### src/rtl/gprf_pkg.sv
package gprf_pkg;
  localparam int NREG  = 16;
  localparam int IDX_W = $clog2(NREG);

  typedef enum logic [1:0] {
    MODE_KERN = 2'b00,
    MODE_SUPV = 2'b01,
    MODE_RSVD = 2'b10,
    MODE_USER = 2'b11
  } priv_mode_e;

  localparam logic [IDX_W-1:0] IDX_KSP = 4'd6;
  localparam logic [IDX_W-1:0] IDX_PC  = 4'd7;
  localparam logic [IDX_W-1:0] IDX_SSP = 4'd14;
  localparam logic [IDX_W-1:0] IDX_USP = 4'd15;

  // Resolve a CPU register number to a physical word index.
  function automatic logic [IDX_W-1:0] cpu_to_phys(input logic [2:0] num,
                                                   input logic bank,
                                                   input logic [1:0] mode);
    logic [IDX_W-1:0] idx;
    if (num == 3'd7) begin
      idx = IDX_PC;
    end else if (num == 3'd6) begin
      case (priv_mode_e'(mode))
        MODE_KERN: idx = IDX_KSP;
        MODE_SUPV: idx = IDX_SSP;
        default:   idx = IDX_USP;
      endcase
    end else begin
      idx = {bank, num};
    end
    return idx;
  endfunction
endpackage

### src/rtl/gprf_store.sv
module gprf_store #(
  parameter int W  = 16,
  parameter int N  = 16,
  localparam int IW = $clog2(N)
) (
  input  logic          clk,
  input  logic          rst_n,
  input  logic          lo_we,
  input  logic [IW-1:0] lo_idx,
  input  logic [W-1:0]  lo_d,
  input  logic          hi_we,
  input  logic [IW-1:0] hi_idx,
  input  logic [W-1:0]  hi_d,
  output logic [N*W-1:0] flat
);
  for (genvar i = 0; i < N; i++) begin : g_word
    logic [W-1:0] q;
    always_ff @(posedge clk) begin
      if (!rst_n)                            q <= '0;
      else if (hi_we && hi_idx == IW'(i))    q <= hi_d;
      else if (lo_we && lo_idx == IW'(i))    q <= lo_d;
    end
    assign flat[i*W +: W] = q;
  end
endmodule

### src/rtl/gprf_con_port.sv
module gprf_con_port #(
  parameter int W    = 16,
  parameter int N    = 16,
  parameter int PA_W = 22,
  localparam int IW  = $clog2(N)
) (
  input  logic            clk,
  input  logic            rst_n,
  input  logic            con_valid,
  input  logic            con_we,
  input  logic [PA_W-1:0] con_addr,
  input  logic [W-1:0]    con_wdata,
  input  logic [N*W-1:0]  flat,
  output logic            con_ready,
  output logic            con_rvalid,
  output logic [W-1:0]    con_rdata,
  output logic            con_err,
  output logic            acc,
  output logic            hit,
  output logic            wr_en,
  output logic [IW-1:0]   wr_idx
);
  function automatic logic in_window(input logic [PA_W-1:0] a);
    return (&a[PA_W-1:6]) && (a[5:4] == 2'b00);
  endfunction

  logic          ready_q;
  logic [W-1:0]  rd_val;

  assign con_ready = ready_q;
  assign acc       = con_valid && ready_q;
  assign hit       = in_window(con_addr);
  assign wr_idx    = con_addr[IW-1:0];
  assign wr_en     = acc && con_we && hit;
  assign rd_val    = flat[wr_idx*W +: W];

  always_ff @(posedge clk) begin
    if (!rst_n) begin
      ready_q    <= 1'b0;
      con_rvalid <= 1'b0;
      con_err    <= 1'b0;
      con_rdata  <= '0;
    end else begin
      ready_q    <= 1'b1;
      con_rvalid <= acc;
      con_err    <= acc && !hit;
      con_rdata  <= (acc && !con_we && hit) ? rd_val : '0;
    end
  end
endmodule

### src/rtl/gprf_bus_tmo.sv
module gprf_bus_tmo #(
  parameter int VA_W       = 16,
  parameter int TMO_CYCLES = 16,
  localparam int CW        = $clog2(TMO_CYCLES + 1)
) (
  input  logic            clk,
  input  logic            rst_n,
  input  logic            bus_req,
  input  logic [VA_W-1:0] bus_addr,
  output logic            bus_hit,
  output logic            bus_err
);
  function automatic logic va_in_window(input logic [VA_W-1:0] a);
    return (&a[VA_W-1:6]) && (a[5:4] == 2'b00);
  endfunction

  logic [CW-1:0] cnt;
  logic          expire;

  assign bus_hit = bus_req && va_in_window(bus_addr);
  assign expire  = bus_hit && (cnt == CW'(TMO_CYCLES - 1));

  always_ff @(posedge clk) begin
    if (!rst_n) begin
      cnt     <= '0;
      bus_err <= 1'b0;
    end else begin
      bus_err <= expire;
      if (!bus_hit || expire) cnt <= '0;
      else                    cnt <= cnt + 1'b1;
    end
  end
endmodule

### src/rtl/gprf_top.sv
module gprf_top #(
  parameter int W          = 16,
  parameter int PA_W       = 22,
  parameter int VA_W       = 16,
  parameter int TMO_CYCLES = 16
) (
  input  logic            clk,
  input  logic            rst_n,
  input  logic [1:0]      cpu_mode,
  input  logic            cpu_bank,
  input  logic [2:0]      cpu_rnum,
  output logic [W-1:0]    cpu_rdata,
  input  logic            cpu_we,
  input  logic [2:0]      cpu_wnum,
  input  logic [W-1:0]    cpu_wdata,
  input  logic            bus_req,
  input  logic [VA_W-1:0] bus_addr,
  output logic            bus_err,
  input  logic            con_valid,
  output logic            con_ready,
  input  logic            con_we,
  input  logic [PA_W-1:0] con_addr,
  input  logic [W-1:0]    con_wdata,
  output logic            con_rvalid,
  output logic [W-1:0]    con_rdata,
  output logic            con_err
);
  import gprf_pkg::*;

  logic [NREG*W-1:0] reg_flat;
  logic [IDX_W-1:0]  cpu_rd_idx;
  logic [IDX_W-1:0]  cpu_wr_idx;
  logic              con_acc;
  logic              con_hit;
  logic              con_wr_en;
  logic [IDX_W-1:0]  con_wr_idx;
  logic              bus_hit;

  assign cpu_rd_idx = cpu_to_phys(cpu_rnum, cpu_bank, cpu_mode);
  assign cpu_wr_idx = cpu_to_phys(cpu_wnum, cpu_bank, cpu_mode);
  assign cpu_rdata  = reg_flat[cpu_rd_idx*W +: W];

  gprf_store #(.W(W), .N(NREG)) u_store (
    .clk(clk), .rst_n(rst_n),
    .lo_we(cpu_we), .lo_idx(cpu_wr_idx), .lo_d(cpu_wdata),
    .hi_we(con_wr_en), .hi_idx(con_wr_idx), .hi_d(con_wdata),
    .flat(reg_flat)
  );

  gprf_con_port #(.W(W), .N(NREG), .PA_W(PA_W)) u_con (
    .clk(clk), .rst_n(rst_n),
    .con_valid(con_valid), .con_we(con_we), .con_addr(con_addr),
    .con_wdata(con_wdata), .flat(reg_flat),
    .con_ready(con_ready), .con_rvalid(con_rvalid), .con_rdata(con_rdata),
    .con_err(con_err), .acc(con_acc), .hit(con_hit),
    .wr_en(con_wr_en), .wr_idx(con_wr_idx)
  );

  gprf_bus_tmo #(.VA_W(VA_W), .TMO_CYCLES(TMO_CYCLES)) u_tmo (
    .clk(clk), .rst_n(rst_n),
    .bus_req(bus_req), .bus_addr(bus_addr),
    .bus_hit(bus_hit), .bus_err(bus_err)
  );
endmodule

### config.mk
export PLATFORM = sky130hd
export DESIGN_NAME = gprf_top
export DESIGN_NICKNAME = d
export VERILOG_FILES = /design/src/rtl/gprf_pkg.sv /design/src/rtl/gprf_store.sv /design/src/rtl/gprf_con_port.sv /design/src/rtl/gprf_bus_tmo.sv /design/src/rtl/gprf_top.sv
export SDC_FILE = /design/constraint.sdc
export NUM_CORES = 1
export LEC_CHECK = 0
export BUFFER_PORTS_ARGS = -buffer_cell sky130_fd_sc_hd__buf_2
export CAP_MARGIN = 20
export CORE_ASPECT_RATIO = 0.7
export CORE_UTILIZATION = 56
export DETAILED_ROUTE_END_ITERATION = 10
export GPL_ROUTABILITY_DRIVEN = 0
export PLACE_DENSITY = 0.78
export SYNTH_ARGS = -nofsm -noshare
export SYNTH_HDL_FRONTEND = slang
export SYNTH_SLANG_ARGS = --single-unit
### constraint.sdc
create_clock -name clk -period 3 [get_ports clk]
set_clock_uncertainty 0.2 [all_clocks]
set_input_delay 0.75 -clock clk [delete_from_list [all_inputs] [get_ports clk]]
set_output_delay 0.75 -clock clk [all_outputs]
set_load 0.01 [all_outputs]
### After elaboration in Yosys (flattened, before gate mapping)

Index checks and enable logic that the tools add are counted.
W data, S select, Z words.

| storage, ports and cells | value |
|---|---|
| register bits after elaboration | 281 |
| bits of input ports | 85 |
| output and inout port bits | 36 |

| cells by class | value |
|---|---|
| add/sub/neg operators | 1 |
| equal/unequal tests | 36 |
| shifts and indexed selects | 2 |
| muxes and demuxes | 38 |
| bitwise gates (word level) | 1 |
| reductions and logical operators | 71 |

Operators with widths:

| cell | count |
|---|---|
| $mux W16 | 32 |
| $shiftx A256 B9 Y16 | 2 |
| $eq A4 B4 Y1 const B | 16 |
| $logic_and A1 B1 Y1 | 42 |
| $eq A4 B3 Y1 const B | 8 |
| $reduce_bool A2 Y1 | 16 |
| $eq A4 B2 Y1 const B | 4 |
| $mux W4 | 4 |
| $reduce_and A16 Y1 | 1 |
| $eq A3 B3 Y1 const B | 4 |
| $reduce_and A10 Y1 | 1 |
| $eq A4 B1 Y1 const B | 2 |
| $logic_not A4 Y1 | 2 |
| $pmux W4 S2 | 1 |
| $logic_not A2 Y1 | 3 |
| $add A5 B1 Y5 const B | 1 |
| $eq A5 B4 Y1 const B | 1 |
| $logic_not A1 Y1 | 3 |
| $eq A2 B1 Y1 const B | 1 |
| $reduce_and A2 Y1 | 1 |
| $reduce_or A2 Y1 | 1 |
| $logic_or A1 B1 Y1 | 1 |
| $mux W1 | 1 |
| $not A1 Y1 | 1 |

### Depth between registers and ports, before layout

| depth | value |
|---|---|
| depth in word-level cells | 8 |
| depth in mapped cells | 8 |

### Hierarchy

A second synthesis with hierarchy kept.

| second synthesis, totals | value |
|---|---|
| cells, all modules | 2148 |
| area total of the unflattened synthesis | 18004.8 µm² |

Modules (own cells, without submodules):

| module | times used | cells an instance | area an instance (µm²) | seq. area each (µm²) |
|---|---|---|---|---|
| gprf_store | 1 | 1619 | 12751.0 | 5124.9 |
| gprf_con_port | 1 | 170 | 2558.7 | 380.4 |
| gprf_top | 1 | 332 | 2436.1 | 0.0 |
| gprf_bus_tmo | 1 | 27 | 259.0 | 120.1 |

### Worst setup path after synthesis

No wires, ideal clock.

| timing path | value |
|---|---|
| path kind | in2out |
| start | input cpu_mode[1] |
| end | output cpu_rdata[10] |
| arrival | 2.254 ns |
| data required time | 2.050 ns |
| slack | -0.204 ns |
| cell stages on the path | 5 |
| cells stage by stage | a21oi_1 clkbuf_1 mux2_2 a211o_1 a32o_1 |

| between the ends | value |
|---|---|
| cells in the longest elaborated chain, start to end | 5 |
| elaborated cells on any way between the ends | 6 |

Ends and longest elaborated chain:

| item | RTL line | RTL |
|---|---|---|
| start, declared | gprf_top.sv:9 | `input logic [1:0] cpu_mode,` |
| $eq A2 B1 Y1 or $logic_not A2 Y1 (tied branches) | gprf_pkg.sv:25 | `case (priv_mode_e'(mode))` |
| $pmux W4 S2 * | gprf_pkg.sv:25 |  |
| $mux W4 * | gprf_pkg.sv:24 | `end else if (num == 3'd6) begin` |
| $mux W4 * | gprf_pkg.sv:22 | `if (num == 3'd7) begin` |
| $shiftx A256 B9 Y16 * | gprf_top.sv:41 | `assign cpu_rdata = reg_flat[cpu_rd_idx*W +: W];` |
| end, declared | gprf_top.sv:12 | `output logic [W-1:0] cpu_rdata,` |

Mark *: on every way between the ends. The rest lies on a longest branch, timed or not.

### Worst setup path in the final report

| timing path | value |
|---|---|
| start | input cpu_mode[1] |
| end | output cpu_rdata[7] |

Same word-level chain as after synthesis.

==> impl_results.md <==
* Outcome: finished, violations left
* Failing checks: negative setup slack
* Comb power frac at a little over an eighth
* Final slew viol count at 0
* Residual DRC at 0
* Clock Sinks at 281
* Sum Neg Setup Slack at -3785 ps
* CP max FO at 6
* WL/cell at 27.38 um
* Fin worst setup slack at -286.7 ps
* HPWL Detailed at 42,000 um
* Post-Syn Nets at 1,928
* PwrDens at 435.3 nW/um2
* Layout cell share with drive strength beyond 1 at just under 30%
* Detailed Route WL at 63,260 um
* Final worst path period share at 109.6%
* Static Leak at about 8 nW
* Post-Route Utilization at 65.25%
* Initial antenna violation count at 0
* Clk pin slew, worst setup/hold paths at roughly 70 ps
* Gr usage total at 37.10%
* Final #Nets at 1,955
* First-pass GRT wire length at 96,300 um
* Setup crit start kind: input port
* Asr flop ratio synth at 0%
* Cells after synthesis at 1,841
* Routed vias at 17,060
* Die W at about 220 um
* I/O Pins at 121
* Area delta synth->final at 13.65%
* Chip height at ~150 um
* Root buf cell: clkbuf_16
* Largest net degree at the start of global routing at 60
* Mapped Area at 18,080 um2
* Switching power at ~0.0024 W
* Critical Path RT at around 2100 ps
* VDD IR-drop max at 0.4166 mV
* Post-synth EDFFs at 0
* Clk pwr share at 44.4%
* Worst path arrival time at ~2300 ps
* Critical path launch point: cpu_mode[1]
* Depth of the CTS H-tree at 1
* Switching Share at 26.86%
* Worst Max-Slew Pin Slew at 1057 ps
* CTS tree: done
* # Max-Cap Violations at 0
* Sequential area share after synthesis at around 31%
* Final setup violation count at 16
* Dpl cells at 2,251
* DP Area at 19,160 um2
* Reg2reg start: u_con.con_ready
* Finished Cell Area at approximately 20,000 um2
* Pint at 0.006542 W
* Hold Vio Cnt, Final at 0
* Crit end category: primary output
* Min-delay src: rst_n
* Sequential Power Share at a little over two fifths
* Mean Syn Cell Area at 9.819 um2
* Multi-input gate area at 11,400 um2
* Fmax at 304.3 MHz
* Synth Flop Type: dfxtp_1
* Port Buffers at 116
* Full die area at 33,010 um2
* Antenna diode count at 0
* Cell Count, Final, Fillers Out at 2,310
* Distinct cell type count after synthesis at 58
* Router iterations before antenna repair at 5
* Vias per cell at about 7.4
* WS Path Type: in2out
* Vias in the first global route at 16,480
* Grt ovf at 0
* Core Region at roughly 31,000 um2
* Worst-case clock buffer depth at 3
* Fill cell count at between 2,000 and 2,500
* RSZ-0062 raised after global routing: true
* Drt first-iter violations at approximately 2,800
* FP Rows at 54
* Count of state elements after synthesis at 281
* DRT antenna net count at 0
* Highest-count cells in the layout ignoring fill and taps: 303 x mux2i_1, 281 x dfxtp_1, 256 x nor3_1, 152 x a211oi_1, 120 x a211oi_2
* Starting density of the core at 57.41%
* Total power at just under 0.009 W
* FF+latch area at 5625 um2
* Slew Limit Headroom at 29.54%
* Worst skew pair latency at 590 ps
* Warnings from Yosys at 0
* Hold WC Path Type: in2reg
* CTS Buf Count at 28
* Commonest non-fill, non-tap cell in the layout: mux2i_1
* Minimum clock period at around 3300 ps
per-layer routing:
metal	vias up	wire, um	track usage, %
li1	7184	-	-
met1	8222	24490	49.53
met2	1396	27350	55.07
met3	260	8721	11.78
met4	0	2694	15.66
met5	-	0	0
kinds of logic after synthesis:
| kind of cell | after synthesis | synth area share [%] |
|---|---|---|
| AO/OA/AOI/OAI | 438 | 21.30 |
| XOR/XNOR | 2 | 0.09692 |
| adder cells (fa/ha/maj) | 2 | 0.1384 |
| buffers and inverters | 254 | 6.728 |
| flip-flops | 281 | 31.12 |
| multiplexers | 383 | 25.75 |
| AND/OR/NAND/NOR | 481 | 14.87 |
final timing paths:
check             depth (start not counted)                 endpoint  slack, ps
setup / recovery                          8             cpu_rdata[7]       -290
hold / removal                            1          u_con.con_ready        210
setup reg to reg                          5  u_store.g_word[11].q[5]        710
hold reg to reg                           1             u_tmo.cnt[0]        260
Yosys cell counts, drive strengths merged, types with 17 or more instances:
| cell type | n | share of area [%] |
|---|---|---|
| a22oi | 32 | 1.3 |
| nor3 | 256 | 7.1 |
| a21oi | 48 | 1.5 |
| nand3 | 33 | 0.91 |
| nand2 | 63 | 1.4 |
| or2 | 17 | 0.59 |
| nor2b | 22 | 0.76 |
| clkbuf | 121 | 2.5 |
| a211oi | 272 | 15 |
| o211ai | 17 | 0.71 |
| buf | 130 | 4.2 |
| nand4 | 21 | 1.3 |
| mux4 | 64 | 8.0 |
| nor2 | 24 | 0.50 |
| mux2i | 303 | 17 |
| dfxtp | 281 | 31 |
final cells by class:
class	instances	share of cell area, %
Tap cell	420	2.558
Clock inverter	15	1.011
Inverter	3	0.09136
Timing Repair Buffer	248	9.550
Clock buffer	37	3.922
Sequential cell	281	27.38
Multi-Input combinational cell	1306	55.48
critical path: stages:
cell and delay, ps:
buf_12 110, a21oi_4 150, buf_12 130, buf_12 150
mux2_4 310, a211o_1 300, a32o_2 290, buf_6 130
power groups by stage:
| stage | Combinational, W | Sequential (W) | Clock, W |
|---|---|---|---|
| after global routing | 0.00119 | 0.00381 | 0.00412 |
| final | 0.00116 | 0.00381 | 0.00397 |
| after CTS | 0.00111 | 0.00381 | 0.00397 |
| after floorplan | 0.000626 | 0.00388 | 0 |
| after detailed placement | 0.00104 | 0.00389 | 0 |
| after global placement | 0.00102 | 0.00389 | 0 |
state kept, by name, indices dropped and copies added (netlist names):
register	count
u_con.con_ready	1
u_con.con_rvalid	1
u_con.con_err	1
u_con.con_rdata	16
u_tmo.bus_err	1
u_tmo.cnt	5
u_store.g_word.q	256
metrics by stage:
stage	setup slack [ps]	hold WS, ps
finish	-286.7	210.7
global route	-292.6	206.8
CTS	-314.7	199.6
detailed placement	-362.4	244.5
global placement	-351.8	228.1
floorplan	2.960	217.6
timing repair:
action / 4_1_cts / 5_1_grt
gates resized for setup: 47 / 13
hold buffers: 0 / 0
cloned: 3 / 0
setup endpoints to repair: 16 / 16
buffers inserted: 4 / 2
pin swaps: 32 / 5
Note: power is estimated with default switching activity, not from simulation.
